`config.mk`:
```
export PLATFORM = sky130hd
export DESIGN_NAME = vfd_digit_formatter
export DESIGN_NICKNAME = d
export VERILOG_FILES = /design/src/rtl/vfd_digit_formatter.sv
export SDC_FILE = /design/constraint.sdc
export NUM_CORES = 1
export LEC_CHECK = 0
export BUFFER_PORTS_ARGS = -buffer_cell sky130_fd_sc_hd__buf_2
export CAP_MARGIN = 40
export CORE_UTILIZATION = 55
export CTS_CLUSTER_DIAMETER = 200
export DETAILED_ROUTE_END_ITERATION = 16
export GPL_ROUTABILITY_DRIVEN = 0
export PLACE_DENSITY = 0.81
export SYNTH_ARGS = -nofsm -noshare
export SYNTH_HDL_FRONTEND = slang
export SYNTH_SLANG_ARGS = --single-unit
```
`constraint.sdc`:
```
create_clock -name clk -period 3.62 [get_ports clk]
set_input_delay 0.362 -clock clk [delete_from_list [all_inputs] [get_ports clk]]
set_output_delay 0.362 -clock clk [all_outputs]
set_load 0.02 [all_outputs]
```
`src/rtl/vfd_digit_formatter.sv`:
```
module vfd_digit_formatter #(
  parameter int DIGITS     = 16,
  parameter int CODE_W     = 8,
  parameter int USER_CODES = 32,
  parameter int COLS       = 5,
  parameter int ROWS       = 7,
  parameter int SYM_W      = 8,
  localparam int DIG_W = $clog2(DIGITS),
  localparam int UC_W  = $clog2(USER_CODES),
  localparam int COL_W = $clog2(COLS),
  localparam int SEG_W = COLS * ROWS
) (
  input  logic              clk,
  input  logic              rst_n,
  input  logic              fetch_req,
  input  logic [DIG_W-1:0]  fetch_digit,
  input  logic              code_we,
  input  logic [DIG_W-1:0]  code_waddr,
  input  logic [CODE_W-1:0] code_wdata,
  input  logic              pat_we,
  input  logic [UC_W-1:0]   pat_wsel,
  input  logic [COL_W-1:0]  pat_wcol,
  input  logic [ROWS-1:0]   pat_wdata,
  input  logic              sym_we,
  input  logic [DIG_W-1:0]  sym_waddr,
  input  logic [SYM_W-1:0]  sym_wdata,
  input  logic              shift_left,
  input  logic              shift_right,
  input  logic              shift_home,
  input  logic              blk_we,
  input  logic              blk_area,
  input  logic [DIGITS-1:0] blk_mask,
  input  logic              blink_in,
  output logic [CODE_W-1:0] rom_addr,
  input  logic [SEG_W-1:0]  rom_data,
  output logic [SEG_W-1:0]  seg_out,
  output logic [SYM_W-1:0]  sym_out,
  output logic [DIG_W-1:0]  out_digit
);

  logic [CODE_W-1:0] code_ram [DIGITS];
  logic [SYM_W-1:0]  sym_ram  [DIGITS];
  logic [ROWS-1:0]   pat_ram  [USER_CODES][COLS];

  logic [DIG_W-1:0]  offs, rd_addr, dig1, dig2;
  logic [CODE_W-1:0] code_q;
  logic              valid1, user_q;
  logic [SEG_W-1:0]  pat_q, pat_sel;
  logic [SYM_W-1:0]  sym_q;
  logic [DIGITS-1:0] mask_seg, mask_sym;

  assign rd_addr = fetch_digit + offs;

  always_ff @(posedge clk) begin
    if (code_we) code_ram[code_waddr] <= code_wdata;
    if (sym_we) sym_ram[sym_waddr] <= sym_wdata;
    if (pat_we && pat_wcol < COL_W'(COLS)) pat_ram[pat_wsel][pat_wcol] <= pat_wdata;
  end

  always_ff @(posedge clk) begin
    if (!rst_n) begin
      offs     <= '0;
      mask_seg <= '0;
      mask_sym <= '0;
    end else begin
      if (shift_home)       offs <= '0;
      else if (shift_left)  offs <= offs + 1'b1;
      else if (shift_right) offs <= offs - 1'b1;
      if (blk_we) begin
        if (blk_area) mask_sym <= blk_mask;
        else          mask_seg <= blk_mask;
      end
    end
  end

  always_ff @(posedge clk) begin
    if (!rst_n) begin
      valid1 <= 1'b0;
      code_q <= '0;
      dig1   <= '0;
      dig2   <= '0;
      user_q <= 1'b1;
      pat_q  <= '0;
      sym_q  <= '0;
    end else begin
      valid1 <= fetch_req;
      if (fetch_req) begin
        code_q <= code_ram[rd_addr];
        dig1   <= fetch_digit;
      end
      if (valid1) begin
        user_q <= code_q < CODE_W'(USER_CODES);
        sym_q  <= sym_ram[dig1];
        dig2   <= dig1;
        for (int c = 0; c < COLS; c++)
          pat_q[c*ROWS +: ROWS] <= pat_ram[code_q[UC_W-1:0]][c];
      end
    end
  end

  assign rom_addr  = code_q;
  assign pat_sel   = user_q ? pat_q : rom_data;
  assign seg_out   = (mask_seg[dig2] && !blink_in) ? '0 : pat_sel;
  assign sym_out   = (mask_sym[dig2] && !blink_in) ? '0 : sym_q;
  assign out_digit = dig2;

endmodule

```
==> flow_summary_export.csv, run 1 <==
group,metric,value,unit
grt,antenna_found_initial,3,
yosys,synthCells,3423,
timing,rsz0062_at_grt,"no",
yosys,synth_nets,3536,
timing,min_period_over_period,94.6,%
grt,gr-usage-all-layers,25.6,%
yosys,synth_edf_count,1376,
timing,finalClockSkew,0.0311,ns
clocking,tritoncts,"yes",
clocking,clk_latency,0.75,ns
yosys,synthArstFlopShare,0,%
routing,dr.first_iter.drc_count,3965,
timing,relSlewSlack,33.0,%
pwr,pwr-share-comb,9.4,%
critical_path,arrival,3.06,ns
die,die_area,107000,sq um
layout,final_nets,3754,
pwr,intPower,28.1,mW
pwr,p_leak,21.4,nW
timing,finalHoldViolCount,0,
yosys,yosysUniqueCellTypes,39,
die,coreArea,105000,sq um
routing,firstDrtPassIters,7,
yosys,synth.avg_cell_area,17.0,sq um
layout,final_cells,5149,
routing,detail_route.wl_per_cell,26.8,microns
timing,fmax,0.292,GHz
routing,vias,32600,
critical_path,worstPathRequired,3.26,ns
pwr,p_sw,8.55,mW
pwr,p_per_area,558,nW/um^2
timing,slew_violations,0,
outcome,status,"finished clean",
clocking,cts.clk_slew.worst_paths,0.06,ns
routing,ant_nets,0,
yosys,yosys_warnings,0,
pwr,sw_frac_of_total,23.3,%
clocking,cts_setup_buffers,0,
timing,finalSetupViolations,0,
routing,route.detailed.drc,0,
yosys,ys_seq_area_share,74.3,%
layout,area_delta_synth_final,12.7,%
die,initial_core_util,55.4,%
clocking,cts.path.max_buffers,3,
pwr,power,36.7,mW
yosys,ys.flop_type,"edfxtp_1",
grt,grt_pass1_vias,32300,
die,io_pins,161,
layout,final_core_util,62.5,%
clocking,cts_buffers,142,
timing,fin_setup_tns,0,ns
critical_path,path_class,"flop to output pin",
pwr,p_seq_share,51.6,%
timing,tightest_slew,1.01,ns
timing,setup_slack,0.194,ns
clocking,cts_sinks,1473,
placed_design,dp_cells,4849,
grt,gr-total-overflow,0,
critical_path,crit_path_end_kind,"output pin",
critical_path,cp-start-kind,"flop",
pwr,clockPowerShare,39.0,%
die,die_w,327,microns
clocking,htreeDepth,4,
die,die_height,327,microns
layout,drive_gt1_share,14.7,%
clocking,clk_root_buffer_cell,"clkbuf_16",
timing,finalCriticalPeriod,3.43,ns
placed_design,place_ws,0.762,ns
flow_run,cap_violations,0,
placed_design,numPortBuffers,160,
yosys,syn_area,58300,sq um
pwr,peakVddDrop,0.439,mV
placed_design,hpwl,81600,microns
hold_path,hold_class,"primary input to flop",
grt,grt_max_degree,161,
die,rows,119,
yosys,synth-seq-cells,1473,
routing,routed_wl,138000,microns
critical_path,cp_max_fo,28,
grt,grt_first_pass_wirelength,204000,microns
routing,vias_per_cell,6.33,
[metrics by stage]
| stage | area, sq um | hold slack, ns |
|---|---|---|
| after global routing | 65700 | 0.0171 |
| after CTS | 65700 | 0.000232 |
| after global placement | 60700 | 0.453 |
| after detailed placement | 60800 | 0.456 |
| final | 65700 | 0.0296 |
| after floorplan | 58300 | 0.440 |
[worst paths after layout]
check,from,endpoint,slack (ns),cells past startpoint
setup / recovery,out_digit[0],seg_out[25],0.19,6
hold / removal,sym_wdata[6],sym_ram[11][6],0.03,1
setup reg to reg,rom_addr[0],pat_q[20],0.89,6
hold reg to reg,mask_sym[3],mask_sym[3],0.46,2
[cell usage in the layout, fill, tap and decap left out, drive strengths merged]
master and count:
and2 13, nor2b 17, nor2 229, a21oi 186
dlygate4sd3 37, nand2b 9, bufinv 7, edfxtp 1376
or3b 2, a21boi 32, mux4 74, nand2 107
buf 254, dfxtp 97, a22oi 280, and3b 1
fa 2, nor3 11, and3 1, a221oi 8
inv 7, or4 35, xnor2 2, a21o 2
nand3b 14, or2 1, mux2i 620, mux2 8
a22o 8, nor3b 3, ha 5, o21ai 53
clkinv 54, clkbuf 187, xor2 4, clkinvlp 5
o31ai 1, diode 2, nand3 4
[state kept, by name (all words and copies together), names as in the netlist]
signal	count
pat_q	35
valid1	1
user_q	1
dig1	4
pat_ram	1120
sym_ram	128
mask_seg	16
sym_q	8
code_ram	128
offs	4
rom_addr	8
out_digit	4
mask_sym	16
[layer usage]
layer  GRT usage, %  vias to the layer above  wire (microns)
met5              0                        -              28
met4           9.59                        4            4670
met3           4.64                      311           12900
met2           41.5                     2024           66600
met1           34.8                    16300           53700
li1               -                    13900               -
[repair_timing]
| item | in CTS | in global routing |
|---|---|---|
| hold buffers | 37 | 0 |
| resized for setup | 1 | 0 |
| endpoints found under the hold margin | 168 | 0 |
| endpoints found under the setup margin | 11 | 0 |
[power by group through the flow]
stage               clock, mW  sequential, mW  combinational, mW
floorplan                   0            19.2               2.17
global placement            0            19.3               3.26
detailed placement          0            19.3               3.35
CTS                      14.3            18.9               3.41
global route             15.0            18.9               3.62
finish                   14.3            18.9               3.46
[logic make-up (layout without fill, tap and decap cells)]
kind of cell,Yosys count,count (layout),share of synthesized area (%)
flops,1473,1473,74.3
mux,702,702,13.7
compound gates,570,570,6.35
simple gates,447,447,3.58
buf+inv,218,551,1.89
fa+ha+maj,7,7,0.176
xor+xnor,6,6,0.0902
other cells,0,2,0
[cell usage after synthesis (all sizes together), types with 2 or more instances]
master	count	area, sq um
nand3	4	20.0
a21boi	32	240
nor3	11	55.1
nor2	229	935
ha	5	62.6
xor2	4	35.0
a21o	2	15.0
a22oi	280	2100
mux2i	620	6210
and2	13	81.3
nand2	107	402
nor3b	3	22.5
mux4	74	1670
fa	2	40.0
clkbuf	117	443
a221oi	8	70.1
o21ai	53	265
dfxtp	97	1940
nor2b	17	106
nand3b	14	105
xnor2	2	17.5
mux2	8	90.1
nand2b	9	56.3
or4	35	263
a22o	8	70.1
edfxtp	1376	41300
a21oi	186	931
buf	100	653
or3b	2	17.5
[critical path, cell delays in order, from the launching register on]
cell     delay (ns)
dfxtp_2        0.51
mux4_2         0.55
mux4_2         0.47
nor2b_4        0.19
buf_12         0.17
nor2_1         0.16
buf_2          0.17
[final cells by class]
cell class | count | area (sq um)
Inverter | 1 | 3.75
Multi-Input combinational cell | 1732 | 14000
Antenna cell | 2 | 5.00
Clock inverter | 72 | 618
Clock buffer | 187 | 3850
Sequential cell | 1473 | 43300
Timing Repair Buffer | 291 | 2240
Fill cell | 7092 | 39400
Tap cell | 1391 | 1740
Note: power is estimated with default switching activity, not from simulation.
==> run 2, diff against run 1 <==
--- a/config.mk
+++ b/config.mk
@@ -14,2 +14,3 @@
 export PLACE_DENSITY = 0.81
+export SLEW_MARGIN = 0
 export SYNTH_ARGS = -nofsm -noshare
--- a/constraint.sdc
+++ b/constraint.sdc
@@ -3,2 +3,2 @@
 set_output_delay 0.362 -clock clk [all_outputs]
-set_load 0.02 [all_outputs]
+set_load 0.1 [all_outputs]
==> run 2 against run 1 <==
  * Wire length shrank 1.2%
  * Maximum frequency is 2.7% lower
  * Critical endpoint is now seg_out[31]
  * Via count fell by 1.1%
  * Highest routed layer unchanged
  * Register-to-register slack about the same
==> flow_summary_export.csv, run 2 (same netlist as run 1, synthesis figures left out) <==
group,metric,value,unit
layout,largestRegisters,"pat_ram: 1120 flops, code_ram: 128 flops, sym_ram: 128 flops",
timing,relSlewSlack,34.8,%
routing,detail_route.wl_per_cell,26.5,microns
timing,slew_violations,0,
routing,ant_nets,0,
layout,drive_gt1_share,15.6,%
critical_path,cp_slowest_cell,"mux4_2",
routing,vias_per_cell,6.27,
pwr,p_leak,21.5,nW
die,initial_core_util,55.4,%
clocking,htreeDepth,4,
die,io_pins,161,
clocking,cts.clk_slew.worst_paths,0.06,ns
placed_design,numPortBuffers,160,
flow_run,cap_violations,0,
critical_path,path_buf_inv,2,
critical_path,crit_cells,6,
timing,fin_setup_tns,0,ns
critical_path,crit_path_end_kind,"output pin",
clocking,cts_buffers,142,
timing,finalCriticalPeriod,3.52,ns
layout,area_delta_synth_final,13.6,%
grt,grt.busiest_layer,"met2",
timing,tightest_slew,0.978,ns
routing,routed_wl,136000,microns
timing,fmax,0.284,GHz
layout,layout_commonest_cell,"edfxtp_1",
critical_path,r2r_start,"rom_addr[0]",
clocking,cts_setup_buffers,0,
grt,gr-usage-all-layers,25.2,%
critical_path,worstSetupStartpoint,"out_digit[0]",
timing,finalClockSkew,0.0386,ns
outcome,status,"finished clean",
layout,most-common-layout-cells,"edfxtp_1, mux2i_1, a22oi_1",
hold_path,hold_class,"primary input to flop",
timing,finalHoldViolCount,0,
placed_design,dpl_cell_area,61000,sq um
layout,final_area,66200,sq um
clocking,tritoncts,"yes",
routing,firstDrtPassIters,6,
layout,regArea,43300,sq um
critical_path,cp-endpoint,"seg_out[31]",
grt,grt_first_pass_wirelength,201000,microns
routing,route.detailed.drc,0,
routing,vias,32200,
placed_design,hpwl,79800,microns
die,die_area,107000,sq um
layout,final_core_util,63.0,%
critical_path,crit_family,"multiplexers",
layout,fillCellCount,7012,
grt,use_met2,40.8,%
critical_path,timing.rr.end,"pat_q[18]",
layout,largest_reg_flops,1120,
die,coreArea,105000,sq um
critical_path,path_class,"flop to output pin",
layout,top_register,"pat_ram",
die,die_w,327,microns
grt,grt_pass1_vias,32100,
die,rows,119,
grt,gr-total-overflow,0,
grt,gr-usage-met3,5.55,%
critical_path,slowest_delay,0.52,ns
timing,min_period_over_period,97.3,%
critical_path,cpMostUsedCell,"mux4_2",
timing,finalSetupViolations,0,
clocking,cts.path.max_buffers,3,
critical_path,worstPathRequired,3.26,ns
layout,final_nets,3747,
critical_path,arrival,3.16,ns
pwr,peakVddDrop,0.525,mV
clocking,clk_latency,0.75,ns
pwr,p_per_area,570,nW/um^2
critical_path,r2r_setup_slack,0.90,ns
layout,multi_input_area,14100,sq um
timing,hold_slack,0.0360,ns
critical_path,path_cells,"mux4_2 -> mux4_2 -> nor2b_4 -> buf_12 -> nor2_4 -> buf_2",
clocking,cts_sinks,1473,
grt,grt_max_degree,161,
timing,rsz0062_at_grt,"no",
grt,gr-usage-met1,33.2,%
grt,antenna_found_initial,8,
critical_path,rr_worst_depth,7,
clocking,clk_root_buffer_cell,"clkbuf_16",
die,die_height,327,microns
routing,dr.first_iter.drc_count,3889,
critical_path,cp-start-kind,"flop",
critical_path,cp_max_fo,21,
==> run 2: routing by layer <==
| metal | up-vias | share of wire [%] |
|---|---|---|
| li1 | 13900 | - |
| met1 | 16200 | 38 |
| met2 | 1742 | 49 |
| met3 | 337 | 9.0 |
| met4 | 8 | 4.1 |
| met5 | - | 0.032 |
==> run 2: area by class of cell <==
| type | instances | area share [%] |
|---|---|---|
| repair buffers | 284 | 3.53 |
| clock inverters | 78 | 1.36 |
| inverters | 1 | 0.00567 |
| flip-flops and latches | 1473 | 65.4 |
| multi-input cells | 1732 | 21.3 |
| well taps | 1391 | 2.63 |
| clock buffers | 181 | 5.78 |
| diodes | 5 | 0.0189 |
==> run 2: power breakdown <==
group	internal, mW	switching (mW)	leakage (nW)
sequential	18.8	0.129	13.2
clock	8.74	6.26	2.30
combinational	1.36	2.53	6.02
==> run 2: how the worst min path moves through the flow <==
stage                  from            end  slack (ns)  cells past startpoint
2_1_floorplan  mask_seg[12]   mask_seg[12]        0.44                      2
3_3_place_gp   mask_seg[15]   mask_seg[15]        0.45                      2
5_1_grt        sym_wdata[3]  sym_ram[7][3]        0.02                      1
4_1_cts        sym_wdata[3]  sym_ram[1][3]        0.01                      1
6_report       sym_wdata[7]  sym_ram[6][7]        0.04                      1
3_5_place_dp   mask_seg[13]   mask_seg[13]        0.46                      2
==> run 2: per-stage QoR <==
step / setup slack, ns / std cells / power (mW)
floorplan: -0.430 / 3423 / 21.8
global placement: 0.635 / 4830 / 22.9
CTS: 0.0617 / 5139 / 37.8
global route: 0.0000544 / 5143 / 38.7
detailed placement: 0.606 / 4843 / 23.0
finish: 0.0977 / 5145 / 37.8
==> run 2: repair_timing <==
item,in CTS,in global routing
hold endpoints to repair,220,0
hold buffers,37,0
resized for setup,28,8
endpoints found under the setup margin,43,8
